**src/rtl/sp_fmt_pkg.sv**
```systemverilog
package sp_fmt_pkg;

    localparam int unsigned MAX_W = 24;

    localparam logic [2:0] FMT_LJ  = 3'd0;
    localparam logic [2:0] FMT_I2S = 3'd1;
    localparam logic [2:0] FMT_RJ  = 3'd2;
    localparam logic [2:0] FMT_OL1 = 3'd3;

    function automatic logic [4:0] width_of(input logic [1:0] sel);
        case (sel)
            2'd0:    return 5'd16;
            2'd1:    return 5'd18;
            2'd2:    return 5'd20;
            default: return 5'd24;
        endcase
    endfunction

    function automatic logic is_reserved(input logic [2:0] f);
        return f > FMT_OL1;
    endfunction

    // Keep the low w bits and replicate bit w-1 upward.
    function automatic logic [MAX_W-1:0] sign_ext(input logic [MAX_W-1:0] v,
                                                  input logic [4:0] w);
        logic [MAX_W-1:0] r;
        logic             s;
        s = v[w - 5'd1];
        for (int i = 0; i < MAX_W; i++) begin
            r[i] = (i < int'(w)) ? v[i] : s;
        end
        return r;
    endfunction

endpackage

```
**src/rtl/sp_sync.sv**
```systemverilog
module sp_sync #(
    parameter int unsigned W      = 3,
    parameter int unsigned STAGES = 2
) (
    input  logic         clk,
    input  logic         rst_n,
    input  logic [W-1:0] async_in,
    output logic [W-1:0] sync_out,
    output logic         rise0
);
    typedef struct packed {
        logic [STAGES-1:0][W-1:0] pipe;
        logic                     last0;
    } sync_t;

    sync_t s_d, s_q;

    always_comb begin
        s_d = s_q;
        s_d.pipe[0] = async_in;
        for (int i = 1; i < int'(STAGES); i++) begin
            s_d.pipe[i] = s_q.pipe[i-1];
        end
        s_d.last0 = s_q.pipe[STAGES-1][0];
    end

    always_ff @(posedge clk) begin
        if (!rst_n) s_q <= '0;
        else        s_q <= s_d;
    end

    assign sync_out = s_q.pipe[STAGES-1];
    assign rise0    = s_q.pipe[STAGES-1][0] & ~s_q.last0;

    // A rising edge is never detected on two consecutive cycles.
    p_rise_spacing_r10: assert property (@(posedge clk) disable iff (!rst_n)
        rise0 |=> !rise0);

endmodule

```
**src/rtl/sp_lrck_mon.sv**
```systemverilog
module sp_lrck_mon #(
    parameter int unsigned LOST_CYCLES = 1024
) (
    input  logic clk,
    input  logic rst_n,
    input  logic lrck_s,
    output logic lost
);
    localparam int unsigned CW = $clog2(LOST_CYCLES + 1);
    localparam logic [CW-1:0] LIM = CW'(LOST_CYCLES);

    typedef struct packed {
        logic          prev;
        logic [CW-1:0] cnt;
        logic          lost;
    } mon_t;

    mon_t m_d, m_q;

    always_comb begin
        m_d      = m_q;
        m_d.prev = lrck_s;
        if (lrck_s != m_q.prev) begin
            m_d.cnt  = '0;
            m_d.lost = 1'b0;
        end else begin
            if (m_q.cnt != LIM) m_d.cnt = m_q.cnt + 1'b1;
            m_d.lost = (m_d.cnt == LIM);
        end
    end

    always_ff @(posedge clk) begin
        if (!rst_n) m_q <= '0;
        else        m_q <= m_d;
    end

    assign lost = m_q.lost;

    // A frame-clock change always clears the lost flag.
    p_lost_clears_r9: assert property (@(posedge clk) disable iff (!rst_n)
        (lrck_s != $past(lrck_s)) |=> !lost);

endmodule

```
**src/rtl/sp_deser.sv**
```systemverilog
module sp_deser
    import sp_fmt_pkg::*;
#(
    parameter int unsigned SLOT_CLKS = 20,
    parameter int unsigned OL_CH     = 6
) (
    input  logic             clk,
    input  logic             rst_n,
    input  logic             rise,
    input  logic             lr_in,
    input  logic             d_in,
    input  logic [2:0]       fmt,
    input  logic [1:0]       wsel,
    input  logic             lost,
    output logic [MAX_W-1:0] data,
    output logic [2:0]       ch,
    output logic             vld,
    output logic             short_err,
    output logic             fmt_err
);
    localparam int unsigned SBW = $clog2(SLOT_CLKS);
    localparam int unsigned SLW = $clog2(OL_CH + 1);
    localparam logic [4:0]     SLOT_W5  = 5'(SLOT_CLKS);
    localparam logic [SBW-1:0] SB_LAST  = SBW'(SLOT_CLKS - 1);
    localparam logic [SLW-1:0] SL_END   = SLW'(OL_CH);

    typedef struct packed {
        logic             primed;
        logic             lr;
        logic             synced;
        logic [7:0]       pos;
        logic [SLW-1:0]   slot;
        logic [SBW-1:0]   sbit;
        logic [SLW-1:0]   olcnt;
        logic [MAX_W-1:0] sh;
        logic [MAX_W-1:0] data;
        logic [2:0]       ch;
        logic             vld;
        logic             shrt;
        logic             ferr;
    } core_t;

    core_t c_d, c_q;

    logic             bad, ol, i2s, rj, edge_seen, fstart;
    logic [4:0]       w, wc;
    logic [8:0]       need, len_prev;
    logic [7:0]       tgt;
    logic [MAX_W-1:0] sh_n;

    always_comb begin
        bad       = is_reserved(fmt);
        ol        = (fmt == FMT_OL1);
        i2s       = (fmt == FMT_I2S);
        rj        = (fmt == FMT_RJ);
        w         = width_of(wsel);
        wc        = (w > SLOT_W5) ? SLOT_W5 : w;
        need      = {4'd0, w} + {8'd0, i2s};
        tgt       = {3'd0, w} - 8'd1 + {7'd0, i2s};
        len_prev  = {1'b0, c_q.pos} + 9'd1;
        sh_n      = {c_q.sh[MAX_W-2:0], d_in};
        edge_seen = c_q.primed && (lr_in != c_q.lr);
        fstart    = edge_seen && lr_in;

        c_d      = c_q;
        c_d.vld  = 1'b0;
        c_d.shrt = 1'b0;
        c_d.ferr = bad;

        if (rise) begin
            c_d.primed = 1'b1;
            c_d.lr     = lr_in;
            c_d.sh     = sh_n;
        end

        if (bad || lost) begin
            c_d.synced = 1'b0;
        end else if (rise) begin
            if (!ol) begin
                // Stereo framings: position counts from each frame-clock transition.
                if (edge_seen) begin
                    c_d.synced = 1'b1;
                    c_d.pos    = '0;
                    if (c_q.synced) begin
                        if (len_prev < need) begin
                            c_d.shrt = 1'b1;
                        end else if (rj) begin
                            c_d.vld  = 1'b1;
                            c_d.data = sign_ext(c_q.sh, w);
                            c_d.ch   = {2'b00, ~c_q.lr};
                        end
                    end
                end else if (c_q.pos != 8'hFF) begin
                    c_d.pos = c_q.pos + 8'd1;
                end
                if (c_d.synced && !rj && c_d.pos == tgt) begin
                    c_d.vld  = 1'b1;
                    c_d.data = sign_ext(sh_n, w);
                    c_d.ch   = {2'b00, i2s ? lr_in : ~lr_in};
                end
            end else begin
                // Six-channel line: slots counted from the rising frame-clock edge.
                if (fstart) begin
                    c_d.synced = 1'b1;
                    c_d.slot   = '0;
                    c_d.sbit   = '0;
                    c_d.olcnt  = '0;
                    if (c_q.synced && c_q.olcnt < SL_END) c_d.shrt = 1'b1;
                end else if (c_q.sbit == SB_LAST) begin
                    c_d.sbit = '0;
                    if (c_q.slot != SL_END) c_d.slot = c_q.slot + 1'b1;
                end else begin
                    c_d.sbit = c_q.sbit + 1'b1;
                end
                if (c_d.synced && c_d.slot < SL_END && c_d.sbit == SBW'(wc - 5'd1)) begin
                    c_d.vld   = 1'b1;
                    c_d.data  = sign_ext(sh_n, wc);
                    c_d.ch    = 3'(c_d.slot);
                    c_d.olcnt = c_q.olcnt + 1'b1;
                end
            end
        end
    end

    always_ff @(posedge clk) begin
        if (!rst_n) c_q <= '0;
        else        c_q <= c_d;
    end

    assign data      = c_q.data;
    assign ch        = c_q.ch;
    assign vld       = c_q.vld;
    assign short_err = c_q.shrt;
    assign fmt_err   = c_q.ferr;

    p_vld_pulse_r10: assert property (@(posedge clk) disable iff (!rst_n)
        vld |=> !vld);

    p_ch_range_r10: assert property (@(posedge clk) disable iff (!rst_n)
        vld |-> (ch < 3'(OL_CH)));

    p_reject_fmt_r7: assert property (@(posedge clk) disable iff (!rst_n)
        is_reserved(fmt) |=> (fmt_err && !vld));

    p_quiet_when_lost_r9: assert property (@(posedge clk) disable iff (!rst_n)
        lost |=> !vld);

    p_drop_short_r8: assert property (@(posedge clk) disable iff (!rst_n)
        !(vld && short_err));

endmodule

```
**src/rtl/sp_rx_port.sv**
```systemverilog
module sp_rx_port
    import sp_fmt_pkg::*;
#(
    parameter int unsigned SYNC_STAGES = 2,
    parameter int unsigned LOST_CYCLES = 1024,
    parameter int unsigned SLOT_CLKS   = 20,
    parameter int unsigned OL_CH       = 6
) (
    input  logic        clk,
    input  logic        rst_n,
    input  logic        sclk,
    input  logic        lrck,
    input  logic        sdata,
    input  logic [2:0]  fmt,
    input  logic [1:0]  width_sel,
    output logic [23:0] sample_data,
    output logic [2:0]  sample_ch,
    output logic        sample_vld,
    output logic        short_err,
    output logic        fmt_err,
    output logic        lrck_lost
);
    logic [2:0] pins_s;
    logic       sclk_rise;
    logic       lost;

    sp_sync #(.W(3), .STAGES(SYNC_STAGES)) u_sync (
        .clk      (clk),
        .rst_n    (rst_n),
        .async_in ({sdata, lrck, sclk}),
        .sync_out (pins_s),
        .rise0    (sclk_rise)
    );

    sp_lrck_mon #(.LOST_CYCLES(LOST_CYCLES)) u_mon (
        .clk    (clk),
        .rst_n  (rst_n),
        .lrck_s (pins_s[1]),
        .lost   (lost)
    );

    sp_deser #(.SLOT_CLKS(SLOT_CLKS), .OL_CH(OL_CH)) u_core (
        .clk       (clk),
        .rst_n     (rst_n),
        .rise      (sclk_rise),
        .lr_in     (pins_s[1]),
        .d_in      (pins_s[2]),
        .fmt       (fmt),
        .wsel      (width_sel),
        .lost      (lost),
        .data      (sample_data),
        .ch        (sample_ch),
        .vld       (sample_vld),
        .short_err (short_err),
        .fmt_err   (fmt_err)
    );

    assign lrck_lost = lost;

endmodule

```
**config.mk**
```make
export PLATFORM = sky130hd
export DESIGN_NAME = sp_rx_port
export DESIGN_NICKNAME = d
export VERILOG_FILES = /design/src/rtl/sp_fmt_pkg.sv /design/src/rtl/sp_sync.sv /design/src/rtl/sp_lrck_mon.sv /design/src/rtl/sp_deser.sv /design/src/rtl/sp_rx_port.sv
export SDC_FILE = /design/constraint.sdc
export NUM_CORES = 1
export LEC_CHECK = 0
export ABC_AREA = 1
export BUFFER_PORTS_ARGS = -buffer_cell sky130_fd_sc_hd__buf_2
export CORE_AREA = 3 3 115 117
export DETAILED_ROUTE_END_ITERATION = 16
export DIE_AREA = 0 0 118 120
export PLACE_DENSITY = 0.67
export SYNTH_ARGS = -nofsm -noshare
export SYNTH_HDL_FRONTEND = slang
export SYNTH_HIERARCHICAL = 1
export SYNTH_SLANG_ARGS = --single-unit
export TNS_END_PERCENT = 10
```
**constraint.sdc**
```tcl
create_clock -name clk -period 4.6 [get_ports clk]
set_clock_uncertainty 0.1 [all_clocks]
set_input_delay 0.92 -clock clk [delete_from_list [all_inputs] [get_ports clk]]
set_output_delay 0.92 -clock clk [all_outputs]
set_load 0.05 [all_outputs]
```
== Yosys cells after proc, flatten, opt, wreduce, memory -nomap -nowiden ==
Index checks and enable logic that the tools add are counted.

* Flip-flop bits (word level): 96
* Output and inout bits: 31
* Word-level logic and storage cells: 246

* Add/subtract/negate cells: 11
* Order comparisons: 55
* Equal/unequal tests: 16
* Mux-type cells: 116
* Bitwise logic cells: 8
* Reductions and logical operators: 21

{| class="wikitable"
|+ Operator list
! cell !! count
|-
| $mux W28 || 4
|-
| $mux W1 || 88
|-
| $mux W29 || 3
|-
| $lt A4 B5 Y1 const A || 16
|-
| $lt A5 B5 Y1 const A || 16
|-
| $mux W8 || 9
|-
| $lt A3 B5 Y1 const A || 8
|-
| $mux W11 || 2
|-
| $lt A1 B5 Y1 const A || 4
|-
| $lt A2 B5 Y1 const A || 4
|-
| $bmux W1 S5 || 3
|-
| $lt A5 B6 Y1 const B || 2
|-
| $mux W3 || 4
|-
| $pmux W4 S3 || 1
|-
| $add A11 B1 Y11 const B || 1
|-
| $eq A11 B11 Y1 const B || 1
|-
| $ne A11 B11 Y1 const B || 1
|-
| $sub A5 B1 Y5 const B || 2
|-
| $add A8 B1 Y9 const B || 1
|-
| $lt A9 B9 Y1 || 1
|-
| $reduce_bool A3 Y1 || 3
|-
| $add A8 B1 Y8 || 1
|-
| $add A8 B1 Y8 const B || 1
|-
| $eq A8 B8 Y1 || 1
|-
| 32 further kinds || 50
|}

== Depth between registers and ports, before layout ==
Gate-level depths: netlist of the first run.

* Depth after elaboration: 12
* Depth in mapped cells: 18
* Mapped depth without buffers: 17

== By module ==
The synthesis of the first run kept the hierarchy.

{| class="wikitable"
|+ Modules (own cells, without submodules)
! module !! instances !! cells each !! area each (um^2)
|-
| sp_deser || 1 || 813 || 5126.2
|-
| sp_lrck_mon || 1 || 116 || 757.0
|-
| sp_sync || 1 || 26 || 222.7
|}

== Least setup slack after synthesis of the first run ==
OpenSTA, ideal clock, no wires.

* Kind: input -> register
* Start: input width_sel[1]
* End: register u_core.c_q, in the netlist u_core/data[13]
* Library setup time: 120 ps
* Arrival: 2879 ps
* Slack: 1502 ps
* Cell stages on the path: 17
* Cell sequence: inv_1 > ha_1 > buf_2 > clkinv_1 > ha_1 > nand2_1 > xor2_1 > nand3b_1 > nand2_1 > nand4_1 > nor2_1 > nand2_2 > nand2_4 > nand2_4 > buf_2 > a21oi_1 > a21oi_1

* Cells in the longest elaborated chain, start to end: 12

{| class="wikitable"
|+ Ends and longest elaborated chain
! item !! line !! RTL
|-
| start, declared || sp_rx_port.sv:15 || <nowiki>input logic [1:0] width_sel,</nowiki>
|-
| $eq A2 B2 Y1 (tied with other cells) || sp_fmt_pkg.sv:11 || <nowiki>case (sel)</nowiki>
|-
| $pmux W4 S3 (*) || sp_fmt_pkg.sv:11 ||
|-
| branches (longest 10 deep; another with $gt A5 B5 Y1) || n/a ||
|-
| end signal, assigned || sp_deser.sv:126 || <nowiki>if (!rst_n) c_q <= '0;</nowiki>
|-
| end signal, assigned || sp_deser.sv:127 || <nowiki>else c_q <= c_d;</nowiki>
|-
| end, declared || sp_deser.sv:43 || <nowiki>core_t c_d, c_q;</nowiki>
|}

Every way passes the cells marked *. The select of a mux whose other input is x is not followed.
A chain may end at the register's enable or synchronous reset.

== Worst setup path in the final report of the first run ==
* Start: input width_sel[1]
* End: register u_core.c_q, in the netlist u_core/data[16]

The elaborated chain is that of the path after synthesis.

==> results of run 1 <==
-- layout make-up --
cell class / count / area (um^2)
Inverter: 114 / 428
Clock buffer: 14 / 264
Clock inverter: 2 / 37.5
Tap cell: 172 / 215
Timing Repair Buffer: 48 / 260
Multi-Input combinational cell: 677 / 3360
Fill cell: 1280 / 5980
Sequential cell: 96 / 1920
-- report_power, final --
group          leakage (nW)  switching (mW)  internal, mW  total, mW
sequential            0.779          0.0229         0.852      0.874
clock                 0.143           0.316         0.452      0.768
combinational          2.12           0.125        0.0577      0.183
total                  3.04           0.464          1.36       1.83
-- registers in the layout (all words and copies together) (netlist names) --
signal / count
u_core/c_q: 46
u_core/data: 24
u_mon/m_q: 12
u_core/ch: 3
u_sync/s_d: 3
u_sync/sync_out: 3
u_core/fmt_err: 1
u_core/short_err: 1
u_core/vld: 1
u_mon/lost: 1
u_sync/s_q: 1
-- stage by stage --
| stage | total power, mW | cells | util [%] |
|---|---|---|---|
| floorplan | 1.02 | 954 | - |
| global placement | 1.07 | 1107 | 49.6 |
| detailed placement | 1.07 | 1107 | 49.6 |
| CTS | 1.84 | 1123 | 52.0 |
| global route | 1.91 | 1123 | 52.0 |
| finish | 1.83 | 1123 | 52.0 |
-- worst reg2reg max path, cell delays in order (launching register included) --
cell and delay, ps:
dfxtp_1 430, ha_1 240, nand2_2 100, inv_2 90, nor2_1 50, ha_1 290
nand2_1 50, o21ai_0 160, nand4_1 160, nand2_1 100, buf_4 180, nand3_1 400
or2_2 440, a21oi_1 150, nor2_1 50, nor2_1 70
-- routing by layer --
layer | vias to the layer above | global-route usage [%]
met3 | 26 | 3.44
met4 | 0 | 8.79
met2 | 133 | 31.3
met5 | - | 0
met1 | 2519 | 31.6
li1 | 3028 | -
-- worst paths after layout --
path                                   endpoint  slack (ps)  cells past startpoint
setup / recovery   u_core/data[16]$_SDFFE_PN0P_        1130                     15
hold / removal    u_sync/sync_out[0]$_SDFF_PN0_         310                      2
setup reg to reg   u_core/data[16]$_SDFFE_PN0P_        1480                     15
hold reg to reg   u_sync/sync_out[0]$_SDFF_PN0_         310                      2
==> flow_summary.json, run 1 <==
{
  "outcome": "finished, final reports clean",
  "clk_path_buf_depth": 2,
  "finalNetCount": 973,
  "grt_max_degree": 46,
  "portBuffers": 40,
  "finalMaxSlewViolations": 0,
  "clock_latency_ps": 350,
  "ir_drop_uv": 161,
  "gp_congestion": 0.864,
  "fin_crit_sh_pct": 75.5,
  "critPathMaxFanout": 12,
  "mostFrequentLayoutCell": "nand2_1",
  "die_w_um": 118,
  "synthCells": 954,
  "drtIter0Drc": 541,
  "cp-start-kind": "input pin",
  "setup.worst_path.start": "width_sel[1]",
  "layout_setup_ws_ps": 1130,
  "area_growth_pct": 6.32,
  "cp_slowest_stage_delay_ps": 440,
  "cts-resized-gates": 0,
  "path_class": "in2reg",
  "dp_slack_ps": 796,
  "syn-cell-area_um2": 6100,
  "crit_chain": "buf_2 > inv_1 > ha_1 > clkinv_1 > ha_1 > nand2_1 > o21ai_0 > nand4_1 > nand2_1 > buf_4 > nand3_1 > or2_2 > a21oi_1 > nor2_1 > nor2_1",
  "ios": 41,
  "cts_hold_buf": 0,
  "routed-via-count": 5706,
  "viasPerCell": 5.08,
  "floorplan.initialDensity_pct": 48.9,
  "cts_setup_buffers": 0,
  "layout-drive-gt1-share_pct": 11.6,
  "syn_nets": 981,
  "met3_length_um": 760,
  "met2_length_um": 6130,
  "n_antenna_cell": 0,
  "overflow": 0,
  "path_delay_family": "simple AND/OR/NAND/NOR gates",
  "placement_rows": 41,
  "finalSetupViolCount": 0,
  "endpoint_kind": "flop",
  "antenna_left": 0,
  "cp_data_required_time_ps": 4790,
  "cap_violations": 0,
  "numClockSinks": 96,
  "fp.dieH_um": 120,
  "crit_buf_inv": 4,
  "antenna_found_initial": 0,
  "hp-class": "reg2reg",
  "min_period_ps": 3470,
  "die-area_um2": 14200,
  "cts_tree": "built",
  "powerDensity_nw_per_um2": 281,
  "hpwl_um": 10600,
  "clk_pin_slew_worst_paths_ps": 70,
  "highest_layer": "met4",
  "fin_area_um2": 6480,
  "grt_pass1_wl_um": 25100,
  "tightest_slew_ps": 888,
  "wirelength_met1_um": 7490,
  "cp_slowest_cell": "or2_2",
  "syn_area_per_cell_um2": 6.39,
  "wl_per_cell_um": 13.1,
  "max_freq_mhz": 288,
  "hold_viol": 0,
  "firstDrtPassIters": 5,
  "grt_setup_unrepaired": "no",
  "setup_tns_ps": 0,
  "numCtsBuffers": 9,
  "yosysWarnings": 6,
  "h-tree-depth": 3,
  "worstPathArrival_ps": 3660,
  "holdWs_ps": 306,
  "dpl-instance-area_um2": 6180,
  "cts_root_buf": "clkbuf_16",
  "grt_pass1_vias": 5069,
  "rr_startpoint": "u_core/c_q[65]$_SDFFE_PN0P_",
  "core_region_area_um2": 12500,
  "total_leakage_power_nw": 3.04,
  "final_cell_mix": "nand2_1, nor2_1, inv_1, dfxtp_1, a21oi_1",
  "slew_headroom_pct": 40.6,
  "worstHoldStart": "u_sync/s_d[4]$_SDFF_PN0_",
  "wl_um": 14700,
  "grtUsageTotal_pct": 21.5,
  "route.detailed.drc": 0
}
(Power assumes the default switching activity.)
==> inputs of run 2 (changes only) <==
Settings changed: ABC_AREA 1 to 0, CORE_AREA 3 3 115 117 to 3 3 111 113, DIE_AREA 0 0 118 120 to 0 0 114 116, PLACE_DENSITY 0.67 to 0.7.
Clock period 4.6 ns to 2.9 ns, I/O delays scaled along.
==> run 2 against run 1 <==
- combinational power rose by 29%
- area after synthesis fell by 7.4%
- utilization rose by 6.4 points
- non-clock buffer count rose by 61
- cell count fell by 23%
- sequential cell count did not move
- global-route usage rose by 1.1 points
- register-to-register slack got worse by 1400 ps
- critical endpoint is now u_core/data[5]$_SDFFE_PN0P_
==> flow_summary.json, run 2 <==
{
  "synthCells": 660,
  "layout_setup_ws_ps": 79.3,
  "hpwl_um": 10500,
  "hold_viol": 0,
  "numClockSinks": 96,
  "placement_rows": 39,
  "numCtsBuffers": 9,
  "max_freq_mhz": 355,
  "viasPerCell": 5.82,
  "clk_pin_slew_worst_paths_ps": 70,
  "cts_root_buf": "clkbuf_16",
  "grtUsageTotal_pct": 22.7,
  "antenna_found_initial": 0,
  "setup_tns_ps": 0,
  "min_period_ps": 2820,
  "floorplan.initialDensity_pct": 49.5,
  "largest_register_ffs": 46,
  "instances_no_fill": 861,
  "h-tree-depth": 3,
  "wl_per_cell_um": 17.0,
  "powerDensity_nw_per_um2": 420,
  "antenna_left": 0,
  "mostFrequentLayoutCell": "dfxtp_1",
  "syn-cell-area_um2": 5650,
  "area_growth_pct": 18.1,
  "syn_nets": 687,
  "endpoint_kind": "flop",
  "die_w_um": 114,
  "path_class": "in2reg",
  "firstDrtPassIters": 5,
  "gp_congestion": 0.996,
  "wl_um": 14600,
  "clock_latency_ps": 350,
  "core_region_area_um2": 11400,
  "clk_path_buf_depth": 2,
  "grt_pass1_wl_um": 24000,
  "dp_slack_ps": -226,
  "worstPathArrival_ps": 2960,
  "cp_data_required_time_ps": 3040,
  "syn_area_per_cell_um2": 8.56,
  "finalSetupViolCount": 0,
  "cp-start-kind": "input pin",
  "slew_headroom_pct": 47.7,
  "yosysWarnings": 6,
  "cts_hold_buf": 0,
  "fp.dieH_um": 116,
  "place_inst": 841,
  "n_antenna_cell": 0,
  "fin_crit_sh_pct": 97.3,
  "tightest_slew_ps": 784,
  "cap_violations": 0,
  "outcome": "finished, final reports clean",
  "hp-class": "reg2reg",
  "finalMaxSlewViolations": 0,
  "drtIter0Drc": 349,
  "layout-drive-gt1-share_pct": 25.1,
  "final_cell_mix": "dfxtp_1, buf_4, nand2_1, a21oi_1, buf_2",
  "top_register": "u_core/c_q",
  "total_leakage_power_nw": 2.64,
  "finalNetCount": 741,
  "portBuffers": 40,
  "overflow": 0,
  "grt_pass1_vias": 4772,
  "grt_max_degree": 56,
  "routed-via-count": 5012,
  "ios": 41,
  "route.detailed.drc": 0,
  "cts_tree": "built",
  "critPathMaxFanout": 34,
  "die-area_um2": 13200,
  "ir_drop_uv": 275,
  "fill_cells": 1039
}
-- run 2: per-stage QoR --
step / cell area [um^2] / hold slack [ps] / util, % / power, mW
floorplan: 5700 / 306 / - / 1.52
global placement: 6170 / 311 / 54.1 / 1.58
detailed placement: 6170 / 314 / 54.1 / 1.59
CTS: 6490 / 325 / 56.8 / 2.81
global route: 6670 / 336 / 58.4 / 2.90
finish: 6670 / 329 / 58.4 / 2.80
-- run 2: area by class of cell --
cell class	instances	area, um^2	area share (%)
Clock buffer	11	253	3.79
Clock inverter	4	51.3	0.769
Inverter	19	71.3	1.07
Multi-Input combinational cell	479	3430	51.5
Sequential cell	96	1930	28.9
Tap cell	143	179	2.68
Timing Repair Buffer	109	754	11.3
-- run 2: critical path, stage by stage --
cell and delay, ps:
buf_2 130, inv_2 60, ha_4 260, nor4b_4 400, buf_4 180, nor4_2 30, o21ai_0 190, and3_4 250
nor3_4 60, o31a_4 410, buf_12 180, o21ai_0 160, a21oi_1 60
-- run 2: worst paths after layout --
| kind | from | to | slack (ps) | cells after the start |
|---|---|---|---|---|
| worst max-delay path | width_sel[0] | u_core/data[5]$_SDFFE_PN0P_ | 80 | 13 |
| worst min-delay path | u_sync/s_d[4]$_SDFF_PN0_ | u_sync/sync_out[0]$_SDFF_PN0_ | 330 | 1 |
| worst max register to register | u_core/c_q[65]$_SDFFE_PN0P_ | u_core/data[5]$_SDFFE_PN0P_ | 110 | 13 |
| worst min register to register | u_sync/s_d[4]$_SDFF_PN0_ | u_sync/sync_out[0]$_SDFF_PN0_ | 330 | 1 |
-- run 2: per-layer routing --
metal / global-route usage (%) / share of wire, %
met5: 0 / 0
met2: 35.5 / 47
met3: 3.97 / 5.0
met4: 10.1 / 2.8
met1: 30.7 / 46
-- run 2: repair_timing --
item	CTS	global route
setup endpoints to repair	21	27
pin swaps	0	12
endpoints found under the hold margin	0	0
setup buffers	0	5
gates resized for setup	3	39
-- run 2: power by group --
| part | switching [mW] | leakage [nW] | internal (mW) |
|---|---|---|---|
| Sequential | 0.0113 | 0.778 | 1.33 |
| Combinational | 0.138 | 1.72 | 0.0982 |
| Clock | 0.511 | 0.148 | 0.712 |
